<file path="config.mk">
export PLATFORM = sky130hd
export DESIGN_NAME = sram_async_ctrl
export DESIGN_NICKNAME = d
export VERILOG_FILES = /design/src/rtl/sram_ctrl_pkg.sv /design/src/rtl/sram_cycle_timer.sv /design/src/rtl/sram_req_latch.sv /design/src/rtl/sram_seq_fsm.sv /design/src/rtl/sram_async_ctrl.sv
export SDC_FILE = /design/constraint.sdc
export NUM_CORES = 1
export LEC_CHECK = 0
export BUFFER_PORTS_ARGS = -buffer_cell sky130_fd_sc_hd__clkbuf_2
export CAP_MARGIN = 10
export CORE_AREA = 2 2 65 67
export DETAILED_ROUTE_END_ITERATION = 10
export DIE_AREA = 0 0 67 69
export GPL_TIMING_DRIVEN = 1
export PLACE_DENSITY = 0.77
export SLEW_MARGIN = 20
export SYNTH_ARGS = -nofsm -noshare
export SYNTH_HDL_FRONTEND = slang
export SYNTH_SLANG_ARGS = --single-unit
</file>
<file path="constraint.sdc">
create_clock -name clk -period 2.1 [get_ports clk]
set_input_delay 0.42 -clock clk [delete_from_list [all_inputs] [get_ports clk]]
set_output_delay 0.42 -clock clk [all_outputs]
set_load 0.05 [all_outputs]
</file>
<file path="src/rtl/sram_ctrl_pkg.sv">
package sram_ctrl_pkg;

    typedef enum logic [2:0] {
        S_IDLE,
        S_RD_WAIT,
        S_RD_TURN,
        S_WR_SET,
        S_WR_STROBE,
        S_WR_HOLD
    } seq_state_t;

    // Clocks needed to cover a delay: rounded up, never below one.
    function automatic int clocks_for(input int delay_ps, input int clk_ps);
        int c;
        c = (delay_ps + clk_ps - 1) / clk_ps;
        return (c < 1) ? 1 : c;
    endfunction

    function automatic int max2(input int a, input int b);
        return (a > b) ? a : b;
    endfunction

endpackage

</file>
<file path="src/rtl/sram_cycle_timer.sv">
module sram_cycle_timer #(
    parameter int CNT_W = 2
) (
    input  logic             clk,
    input  logic             rst_n,
    input  logic             load,
    input  logic [CNT_W-1:0] load_val,
    output logic             zero
);
    logic [CNT_W-1:0] cnt;

    always_ff @(posedge clk or negedge rst_n) begin
        if (!rst_n) begin
            cnt <= '0;
        end else if (load) begin
            cnt <= load_val;
        end else if (cnt != '0) begin
            cnt <= cnt - 1'b1;
        end
    end

    assign zero = (cnt == '0);

endmodule

</file>
<file path="src/rtl/sram_req_latch.sv">
module sram_req_latch #(
    parameter int ADDR_W = 17,
    parameter int DATA_W = 8
) (
    input  logic              clk,
    input  logic              rst_n,
    input  logic              accept,
    input  logic              capture,
    input  logic [ADDR_W-1:0] req_addr,
    input  logic [DATA_W-1:0] req_wdata,
    input  logic [DATA_W-1:0] mem_dq_i,
    output logic [ADDR_W-1:0] mem_addr,
    output logic [DATA_W-1:0] mem_dq_o,
    output logic [DATA_W-1:0] rdata
);
    always_ff @(posedge clk or negedge rst_n) begin
        if (!rst_n) begin
            mem_addr <= '0;
            mem_dq_o <= '0;
        end else if (accept) begin
            mem_addr <= req_addr;
            mem_dq_o <= req_wdata;
        end
    end

    always_ff @(posedge clk or negedge rst_n) begin
        if (!rst_n) begin
            rdata <= '0;
        end else if (capture) begin
            rdata <= mem_dq_i;
        end
    end

endmodule

</file>
<file path="src/rtl/sram_seq_fsm.sv">
module sram_seq_fsm
    import sram_ctrl_pkg::*;
#(
    parameter int RD_CYC     = 2,
    parameter int WR_SETUP   = 1,
    parameter int WR_PULSE   = 1,
    parameter int TURNAROUND = 1,
    parameter int CNT_W      = 2
) (
    input  logic             clk,
    input  logic             rst_n,
    input  logic             req,
    input  logic             req_wr,
    input  logic             tmr_zero,
    output logic             tmr_load,
    output logic [CNT_W-1:0] tmr_val,
    output logic             accept,
    output logic             capture,
    output logic             ready,
    output logic             done,
    output logic             cs_n,
    output logic             oe_n,
    output logic             we_n,
    output logic             dq_oe
);
    localparam logic [CNT_W-1:0] LD_RD   = CNT_W'(RD_CYC - 1);
    localparam logic [CNT_W-1:0] LD_TURN = CNT_W'(TURNAROUND - 1);
    localparam logic [CNT_W-1:0] LD_SET  = CNT_W'(WR_SETUP - 1);
    localparam logic [CNT_W-1:0] LD_PUL  = CNT_W'(WR_PULSE - 1);

    seq_state_t st, nx;

    // next state
    always_comb begin
        nx = st;
        unique case (st)
            S_IDLE:      if (req) nx = req_wr ? S_WR_SET : S_RD_WAIT;
            S_RD_WAIT:   if (tmr_zero) nx = S_RD_TURN;
            S_RD_TURN:   if (tmr_zero) nx = S_IDLE;
            S_WR_SET:    if (tmr_zero) nx = S_WR_STROBE;
            S_WR_STROBE: if (tmr_zero) nx = S_WR_HOLD;
            S_WR_HOLD:   nx = S_IDLE;
            default:     nx = S_IDLE;
        endcase
    end

    always_comb begin
        tmr_load = (nx != st);
        unique case (nx)
            S_RD_WAIT:   tmr_val = LD_RD;
            S_RD_TURN:   tmr_val = LD_TURN;
            S_WR_SET:    tmr_val = LD_SET;
            S_WR_STROBE: tmr_val = LD_PUL;
            default:     tmr_val = '0;
        endcase
    end

    assign accept  = (st == S_IDLE) && req;
    assign capture = (st == S_RD_WAIT) && tmr_zero;
    assign ready   = (st == S_IDLE);

    // state register
    always_ff @(posedge clk or negedge rst_n) begin
        if (!rst_n) st <= S_IDLE;
        else        st <= nx;
    end

    // registered strobes, decoded from the state being entered
    always_ff @(posedge clk or negedge rst_n) begin
        if (!rst_n) begin
            cs_n  <= 1'b1;
            oe_n  <= 1'b1;
            we_n  <= 1'b1;
            dq_oe <= 1'b0;
            done  <= 1'b0;
        end else begin
            cs_n  <= !(nx == S_RD_WAIT || nx == S_WR_SET || nx == S_WR_STROBE);
            oe_n  <= (nx != S_RD_WAIT);
            we_n  <= (nx != S_WR_STROBE);
            dq_oe <= (nx == S_WR_SET || nx == S_WR_STROBE || nx == S_WR_HOLD);
            done  <= (st == S_RD_WAIT && nx == S_RD_TURN) ||
                     (st == S_WR_HOLD && nx == S_IDLE);
        end
    end

    // strobe length trackers for the checks below
    logic [31:0] oe_low_len, we_low_len;
    always_ff @(posedge clk or negedge rst_n) begin
        if (!rst_n) begin
            oe_low_len <= '0;
            we_low_len <= '0;
        end else begin
            oe_low_len <= oe_n ? '0 : oe_low_len + 1;
            we_low_len <= we_n ? '0 : we_low_len + 1;
        end
    end

    p_rd_len_r2: assert property (@(posedge clk) disable iff (!rst_n)
        $rose(oe_n) |-> (oe_low_len == RD_CYC));

    p_done_single_r3: assert property (@(posedge clk) disable iff (!rst_n)
        done |=> !done);

    p_we_len_r6: assert property (@(posedge clk) disable iff (!rst_n)
        $rose(we_n) |-> (we_low_len == WR_PULSE));

    p_we_guard_r6: assert property (@(posedge clk) disable iff (!rst_n)
        !we_n |-> (!cs_n && oe_n));

    p_hold_after_we_r7: assert property (@(posedge clk) disable iff (!rst_n)
        $rose(we_n) |-> dq_oe);

    p_no_fight_r10: assert property (@(posedge clk) disable iff (!rst_n)
        dq_oe |-> oe_n);

endmodule

</file>
<file path="src/rtl/sram_async_ctrl.sv">
module sram_async_ctrl
    import sram_ctrl_pkg::*;
#(
    parameter int ADDR_W  = 17,
    parameter int DATA_W  = 8,
    parameter int CLK_PS  = 8000,
    parameter int T_RC_PS = 10000,
    parameter int T_AS_PS = 0,
    parameter int T_WP_PS = 7000,
    parameter int T_DW_PS = 5000,
    parameter int T_HZ_PS = 5000
) (
    input  logic              clk,
    input  logic              rst_n,
    input  logic              req,
    input  logic              req_wr,
    input  logic [ADDR_W-1:0] req_addr,
    input  logic [DATA_W-1:0] req_wdata,
    output logic              ready,
    output logic              done,
    output logic [DATA_W-1:0] rdata,
    output logic [ADDR_W-1:0] mem_addr,
    output logic              mem_cs_n,
    output logic              mem_oe_n,
    output logic              mem_we_n,
    output logic [DATA_W-1:0] mem_dq_o,
    output logic              mem_dq_oe,
    input  logic [DATA_W-1:0] mem_dq_i
);
    localparam int RD_CYC     = clocks_for(T_RC_PS, CLK_PS);
    localparam int WR_SETUP   = clocks_for(T_AS_PS, CLK_PS);
    localparam int WR_PULSE   = clocks_for(max2(T_WP_PS, T_DW_PS), CLK_PS);
    localparam int TURNAROUND = clocks_for(T_HZ_PS, CLK_PS);
    localparam int MAX_CYC    = max2(max2(RD_CYC, WR_SETUP), max2(WR_PULSE, TURNAROUND));
    localparam int CNT_W      = $clog2(MAX_CYC + 1);

    logic             tmr_load, tmr_zero, accept, capture;
    logic [CNT_W-1:0] tmr_val;

    sram_cycle_timer #(.CNT_W(CNT_W)) u_timer (
        .clk      (clk),
        .rst_n    (rst_n),
        .load     (tmr_load),
        .load_val (tmr_val),
        .zero     (tmr_zero)
    );

    sram_seq_fsm #(
        .RD_CYC     (RD_CYC),
        .WR_SETUP   (WR_SETUP),
        .WR_PULSE   (WR_PULSE),
        .TURNAROUND (TURNAROUND),
        .CNT_W      (CNT_W)
    ) u_fsm (
        .clk      (clk),
        .rst_n    (rst_n),
        .req      (req),
        .req_wr   (req_wr),
        .tmr_zero (tmr_zero),
        .tmr_load (tmr_load),
        .tmr_val  (tmr_val),
        .accept   (accept),
        .capture  (capture),
        .ready    (ready),
        .done     (done),
        .cs_n     (mem_cs_n),
        .oe_n     (mem_oe_n),
        .we_n     (mem_we_n),
        .dq_oe    (mem_dq_oe)
    );

    sram_req_latch #(.ADDR_W(ADDR_W), .DATA_W(DATA_W)) u_latch (
        .clk       (clk),
        .rst_n     (rst_n),
        .accept    (accept),
        .capture   (capture),
        .req_addr  (req_addr),
        .req_wdata (req_wdata),
        .mem_dq_i  (mem_dq_i),
        .mem_addr  (mem_addr),
        .mem_dq_o  (mem_dq_o),
        .rdata     (rdata)
    );

    p_addr_stable_r8: assert property (@(posedge clk) disable iff (!rst_n)
        (!mem_cs_n && $past(!mem_cs_n)) |-> $stable(mem_addr));

    p_data_stable_r6: assert property (@(posedge clk) disable iff (!rst_n)
        (mem_dq_oe && $past(mem_dq_oe)) |-> $stable(mem_dq_o));

endmodule

</file>
==> results of run 1 <==
==> per-layer routing <==
layer / routed length [µm] / vias to the layer above / track usage, %
met5: 0 / - / 0
met4: 63 / 0 / 5.90
li1: - / 581 / -
met3: 246 / 9 / 4.40
met2: 1560 / 55 / 24.9
met1: 1380 / 586 / 17.1
==> per-stage QoR <==
step           util (%)  hold slack, ns  cell area (µm²)  instances  worst slack (ns)
2_1_floorplan         -           0.124             1760        119             0.190
3_3_place_gp       56.0           0.471             2190        243             0.411
3_5_place_dp       56.0           0.473             2190        243             0.390
4_1_cts            58.1           0.161             2270        251            0.0498
5_1_grt            58.2           0.194             2280        251            0.0335
6_report           58.2           0.143             2280        251             0.130
==> timing repair <==
item                       4_1_cts  5_1_grt
hold endpoints to repair         0        0
setup endpoints to repair        0        1
resized for setup                0        3
==> state kept, by name, summed over array words and instances (netlist names) <==
register,count
u_latch.mem_dq_o,8
u_fsm.oe_n,1
u_fsm.st,3
u_latch.rdata,8
u_latch.mem_addr,17
u_timer.cnt,2
u_fsm.done,1
u_fsm.cs_n,1
u_fsm.we_n,1
u_fsm.dq_oe,1
==> final cells by class <==
class	count	area share [%]
repair buffers	81	18.6
multi-input cells	66	27.2
inverters	3	0.495
clock inverters	1	0.220
flip-flops and latches	43	47.4
clock buffers	7	3.35
well taps	50	2.75
==> logic make-up after synthesis <==
family          count (synthesis)  share of synthesized area, %
flops                          43                          61.2
mux                            35                          22.3
simple gates                   17                          6.53
compound gates                 12                          5.11
buf+inv                        10                          3.62
xor+xnor                        1                         0.497
fa+ha+maj                       1                         0.710
==> final timing paths <==
kind                                                 start                         endpoint  slack (ns)  cells past startpoint
setup / recovery                     u_fsm.st[1]$_DFF_PN0_                            ready        0.13                      3
max in group asynchronous                            rst_n             u_fsm.oe_n$_DFF_PN1_        1.30                      2
hold reg to reg            u_latch.mem_addr[1]$_DFFE_PN0P_  u_latch.mem_addr[1]$_DFFE_PN0P_        0.49                      1
setup reg to reg                     u_fsm.st[2]$_DFF_PN0_     u_latch.rdata[1]$_DFFE_PN0P_        0.46                      3
hold / removal                                       rst_n  u_latch.mem_addr[7]$_DFFE_PN0P_        0.14                      1
min in group clk                               mem_dq_i[6]     u_latch.rdata[6]$_DFFE_PN0P_        0.36                      2
==> synth_stat cells (2+ instances only) <==
master | instances | share of area (%)
nor2_1 | 4 | 0.85
a2111oi_0 | 2 | 0.99
buf_6 | 3 | 1.9
nand2_1 | 2 | 0.43
dfstp_2 | 3 | 4.5
inv_1 | 3 | 0.64
a21oi_1 | 2 | 0.57
nor2b_1 | 3 | 1.1
mux2_2 | 33 | 21
a32o_1 | 2 | 1.1
nor3b_1 | 2 | 0.85
buf_2 | 3 | 0.85
dfrtp_1 | 40 | 57
o21ai_0 | 2 | 0.57
==> layout by cell type (no fill, tap or decap), types with 2 or more instances in the layout <==
cell type | Yosys | final
a21oi_1 | 2 | 2
clkbuf_1 | 1 | 2
a2111oi_0 | 2 | 2
dfrtp_1 | 40 | 40
a32o_1 | 2 | 2
nor2_1 | 4 | 4
nand2_1 | 2 | 2
nor3b_1 | 2 | 2
inv_1 | 3 | 3
dfstp_2 | 3 | 3
buf_4 | 0 | 7
o21ai_0 | 2 | 2
clkbuf_8 | 0 | 5
nor2b_1 | 3 | 3
mux2_2 | 33 | 33
clkbuf_2 | 0 | 74
==> summary.txt, run 1 <==
Setup crit end kind: output pin
Worst Hold Class: input port to asynchronous set/reset pin
Initial DRC count: 36
Mean number of vias per cell: 4.90
FILL cells: 340
Layout area overhead: 29.2%
Initial Util: 45.0%
Clk root buf: clkbuf_8
CTS Buffer Depth: 2
Ys Warns: 0
First-pass GRT wire length: 5.13 mm
Clock Skew: 0.00377 ns
Count of hold buffers inserted by post-cts repair: 0
Fin. max-slew vios: 0
Number of buffer and inverter stages on the critical path: 1
Final hold viol count: 0
Slew HR: 57.7%
Area occupied by multi-input gates: 619 µm²
Async set or reset register ratio after synthesis: 100%
Initial antenna violation count: 0
Fmax: 508 MHz
Clk slew on worst S/H paths: 0.07 ns
Setup CP Type: flop to output pin
Vias in the first global route: 1188
Drc violations: 0
I/O pins: 76
Die area: 4620 µm²
Max-cap violation count: 0
Wire per inst: 13.0 µm
GRT overflow: 0
Inserted Clock Buffers: 5
CP Max Fanout: 8
CP Cell Sequence: or2_2, nor2_1, buf_4
Most used DFF post-synth: dfrtp_1
Fin crit share: 93.8%
Gr usage total: 14.7%
Distinct cells, synth: 29
Worst-margin pin slew: 0.634 ns
Mean Syn Cell Area: 14.8 µm²
Share of cells above drive strength 1: 62.2%
Post-DRT Antenna Nets: 0
Slowest Stage Delay on Critical Path: 0.48 ns
Mapped Cells: 119
Worst endpoint required time: 1.68 ns
Sequential area share after synthesis: 61.2%
CP delay by family, top: simple AND/OR/NAND/NOR gates
Min Clock Period, post-route: 1.97 ns
Largest net degree at the start of global routing: 28
Vias after detailed routing: 1231
Clk sinks: 43
Final setup vio count: 0
Die Y: 69 µm
Clock Latency Late Sink: 0.29 ns
Final WL: 3.25 mm
Status: completed
TNS Setup: 0 ns
Post-synth EDFFs: 0
Max H-tree Level: 2
DRT Pass-1 Iters: 4
Std cell rows: 23
RSZ-0062 raised after global routing: no
Final net count: 238
Hpwl dp: 2.49 mm
GPL Wtd Cong: 0.834
Chip width: 67 µm
Port bufs: 75
Yosys reg bits: 43
Sequential cell area: 1080 µm²
Syn Nets: 157
Core ar.: 3910 µm²
Post-CTS setup repair buffer count: 0
Worst path arrival time: 1.55 ns
Cell Area, Synth: 1760 µm²
Startpoint Class: flop
Slowest cell on the critical path: dfrtp_1
CTS tree: done
Antenna cells: 0
Power of run 1 is left out: the tool's default activity adds up to more than one toggle a clock period on the data nets, which glitch-free logic cannot reach.
==> run 2: changes to the inputs <==
--- a/config.mk
+++ b/config.mk
@@ -11,7 +11,7 @@
 export DETAILED_ROUTE_END_ITERATION = 10
 export DIE_AREA = 0 0 67 69
 export GPL_TIMING_DRIVEN = 1
-export PLACE_DENSITY = 0.77
+export PLACE_DENSITY_LB_ADDON = 0.25
 export SLEW_MARGIN = 20
 export SYNTH_ARGS = -nofsm -noshare
 export SYNTH_HDL_FRONTEND = slang
==> run 2 against run 1 <==
Effect of this change: die area unchanged; global-route usage increased by 1.1 points; sequential share of layout area up 0.61 points; non-clock buffer count shrank 4; final cell count shrank 1.6%; count of clock-buffer cells in the layout down 2; critical path depth unchanged; via count shrank 0.81%; utilization is 0.67 points lower; setup slack gained 0.0027 ns; first-iteration DRC count fell by 2.8%; fmax grew 0.14%; critical path type unchanged.
==> summary.txt, run 2 (synthesis gave the netlist of run 1 again) <==
Status: completed (unchanged)
Setup crit end kind: output pin (unchanged)
Sequential cell area: 1080 µm² (about the same)
Fin crit share: 93.7% (was 93.8%)
Slowest Stage Delay on Critical Path: 0.50 ns (was 0.48 ns)
Chip width: 67 µm (unchanged)
Min Clock Period, post-route: 1.97 ns (about the same)
First-pass GRT wire length: 5.53 mm (was 5.13 mm)
Final hold viol count: 0 (unchanged)
Port bufs: 75 (unchanged)
Largest net degree at the start of global routing: 44 (was 28)
TNS Setup: 0 ns (unchanged)
R2R depth: 4 (was 3)
Final WL: 3.38 mm (was 3.25 mm)
CTS tree: done (unchanged)
Hpwl dp: 2.58 mm (was 2.49 mm)
DRT Pass-1 Iters: 4 (unchanged)
Clock Latency Late Sink: 0.29 ns (about the same)
Clock Skew: 0.00503 ns (was 0.00377 ns)
Final std cells w/o fill: 247 (was 251)
CP Max Fanout: 13 (was 8)
Register bank with the most flops: u_latch.mem_addr (unchanged)
Worst endpoint required time: 1.68 ns (about the same)
Largest registers: u_latch.mem_addr x17, u_latch.mem_dq_o x8, u_latch.rdata x8 (unchanged)
Area occupied by multi-input gates: 619 µm² (unchanged)
Initial DRC count: 35 (was 36)
Count of hold buffers inserted by post-cts repair: 0 (unchanged)
Commonest cells after routing, fill and taps aside: clkbuf_2, dfrtp_1, mux2_2, clkbuf_8, nor2_1 (was clkbuf_2, dfrtp_1, mux2_2, buf_4, clkbuf_8)
Fin. max-slew vios: 0 (unchanged)
R2R setup slack: 0.31 ns (was 0.46 ns)
Worst-margin pin slew: 0.531 ns (was 0.634 ns)
Vias after detailed routing: 1221 (was 1231)
Die Y: 69 µm (unchanged)
Clk slew on worst S/H paths: 0.08 ns (was 0.07 ns)
Worst Hold Class: input port to asynchronous set/reset pin (unchanged)
Max-cap violation count: 0 (unchanged)
GRT overflow: 0 (unchanged)
GPL Wtd Cong: 0.869 (was 0.834)
CTS Buffer Depth: 2 (unchanged)
I/O pins: 76 (unchanged)
Drc violations: 0 (unchanged)
Initial Util: 45.0% (unchanged)
Slowest cell on the critical path: dfrtp_2 (was dfrtp_1)
Fmax: 508 MHz (about the same)
RR Endpoint: u_latch.rdata[7]$_DFFE_PN0P_ (was u_latch.rdata[1]$_DFFE_PN0P_)
Vias in the first global route: 1247 (was 1188)
Clk sinks: 43 (unchanged)
Initial antenna violation count: 0 (unchanged)
Placed insts: 239 (was 243)
Wire per inst: 13.7 µm (was 13.0 µm)
RR Startpoint: u_timer.cnt[0]$_DFFE_PN0P_ (was u_fsm.st[2]$_DFF_PN0_)
Setup CP Type: flop to output pin (unchanged)
Post-DRT Antenna Nets: 0 (unchanged)
Critical Path End: ready (unchanged)
Inserted Clock Buffers: 5 (unchanged)
CP Cell Sequence: or2_2, nor2_1, buf_4 (unchanged)
Clk root buf: clkbuf_8 (unchanged)
RSZ-0062 raised after global routing: no (unchanged)
Layout area overhead: 27.7% (was 29.2%)
Final net count: 234 (was 238)
Antenna cells: 0 (unchanged)
Worst path arrival time: 1.55 ns (about the same)
Critical Path Start: u_fsm.st[0]$_DFF_PN0_ (was u_fsm.st[1]$_DFF_PN0_)
Core ar.: 3910 µm² (unchanged)
Commonest non-fill, non-tap cell in the layout: clkbuf_2 (unchanged)
Share of cells above drive strength 1: 62.9% (was 62.2%)
FILL cells: 345 (was 340)
Mean number of vias per cell: 4.94 (was 4.90)
Largest register FFs: 17 (unchanged)
Std cell rows: 23 (unchanged)
Slew HR: 64.6% (was 57.7%)
Max H-tree Level: 2 (unchanged)
Die area: 4620 µm² (unchanged)
Final setup vio count: 0 (unchanged)
Gr usage total: 15.8% (was 14.7%)
Startpoint Class: flop (unchanged)
-- run 2: cell types whose count changed in the layout (fill, tap and decap cells not counted), sizes merged --
cell    before  now
buf          7    3
clkbuf      81   79
clkinv       1    3
-- run 2: metal layers --
metal  vias up  wire (µm)  track usage [%]
li1        575          -                -
met2        43       1810             28.5
met5         -          0                0
met4         0         63             7.48
met1       595       1270             16.2
met3         8        233             4.57
-- run 2: worst min path at each step --
stage                                               start                                to  slack, ns  cells after the start
after floorplan                                     rst_n              u_fsm.done$_DFF_PN0_       0.12                      0
after global placement    u_latch.mem_addr[1]$_DFFE_PN0P_   u_latch.mem_addr[1]$_DFFE_PN0P_       0.47                      1
after detailed placement  u_latch.mem_addr[1]$_DFFE_PN0P_   u_latch.mem_addr[1]$_DFFE_PN0P_       0.48                      1
after CTS                                           rst_n  u_latch.mem_addr[14]$_DFFE_PN0P_       0.20                      2
after global routing                                rst_n  u_latch.mem_addr[15]$_DFFE_PN0P_       0.22                      2
final                                               rst_n  u_latch.mem_addr[15]$_DFFE_PN0P_       0.19                      2
-- run 2: final cells by class --
cell class	count	area share, %
clock buffer	5	3.06
multi-input combinational	66	27.5
timing repair buffer	77	17.5
inverter	3	0.500
tap	50	2.78
sequential	43	48.0
clock inverter	3	0.667
-- run 2: critical path, delay by kind of cell, from the launching register on --
family	cells	cell delay, ns
buffers and inverters	1	0.23
DFF	1	0.50
and+or+nand+nor	2	0.54
-- run 2: repair_timing --
action	4_1_cts	5_1_grt
endpoints found under the setup margin	1	1
hold endpoints to repair	0	0
gates resized for setup	1	2
setup buffers	0	0
-- run 2: through the flow --
step	util, %	hold WS, ns	worst slack [ns]	cell area (µm²)
CTS	57.5	0.204	0.0412	2250
detailed placement	55.3	0.479	0.311	2160
global placement	55.3	0.468	0.356	2160
global route	57.5	0.220	0.0215	2250
floorplan	-	0.124	0.190	1760
finish	57.5	0.189	0.133	2250
Power of run 2 is left out for the same reason.
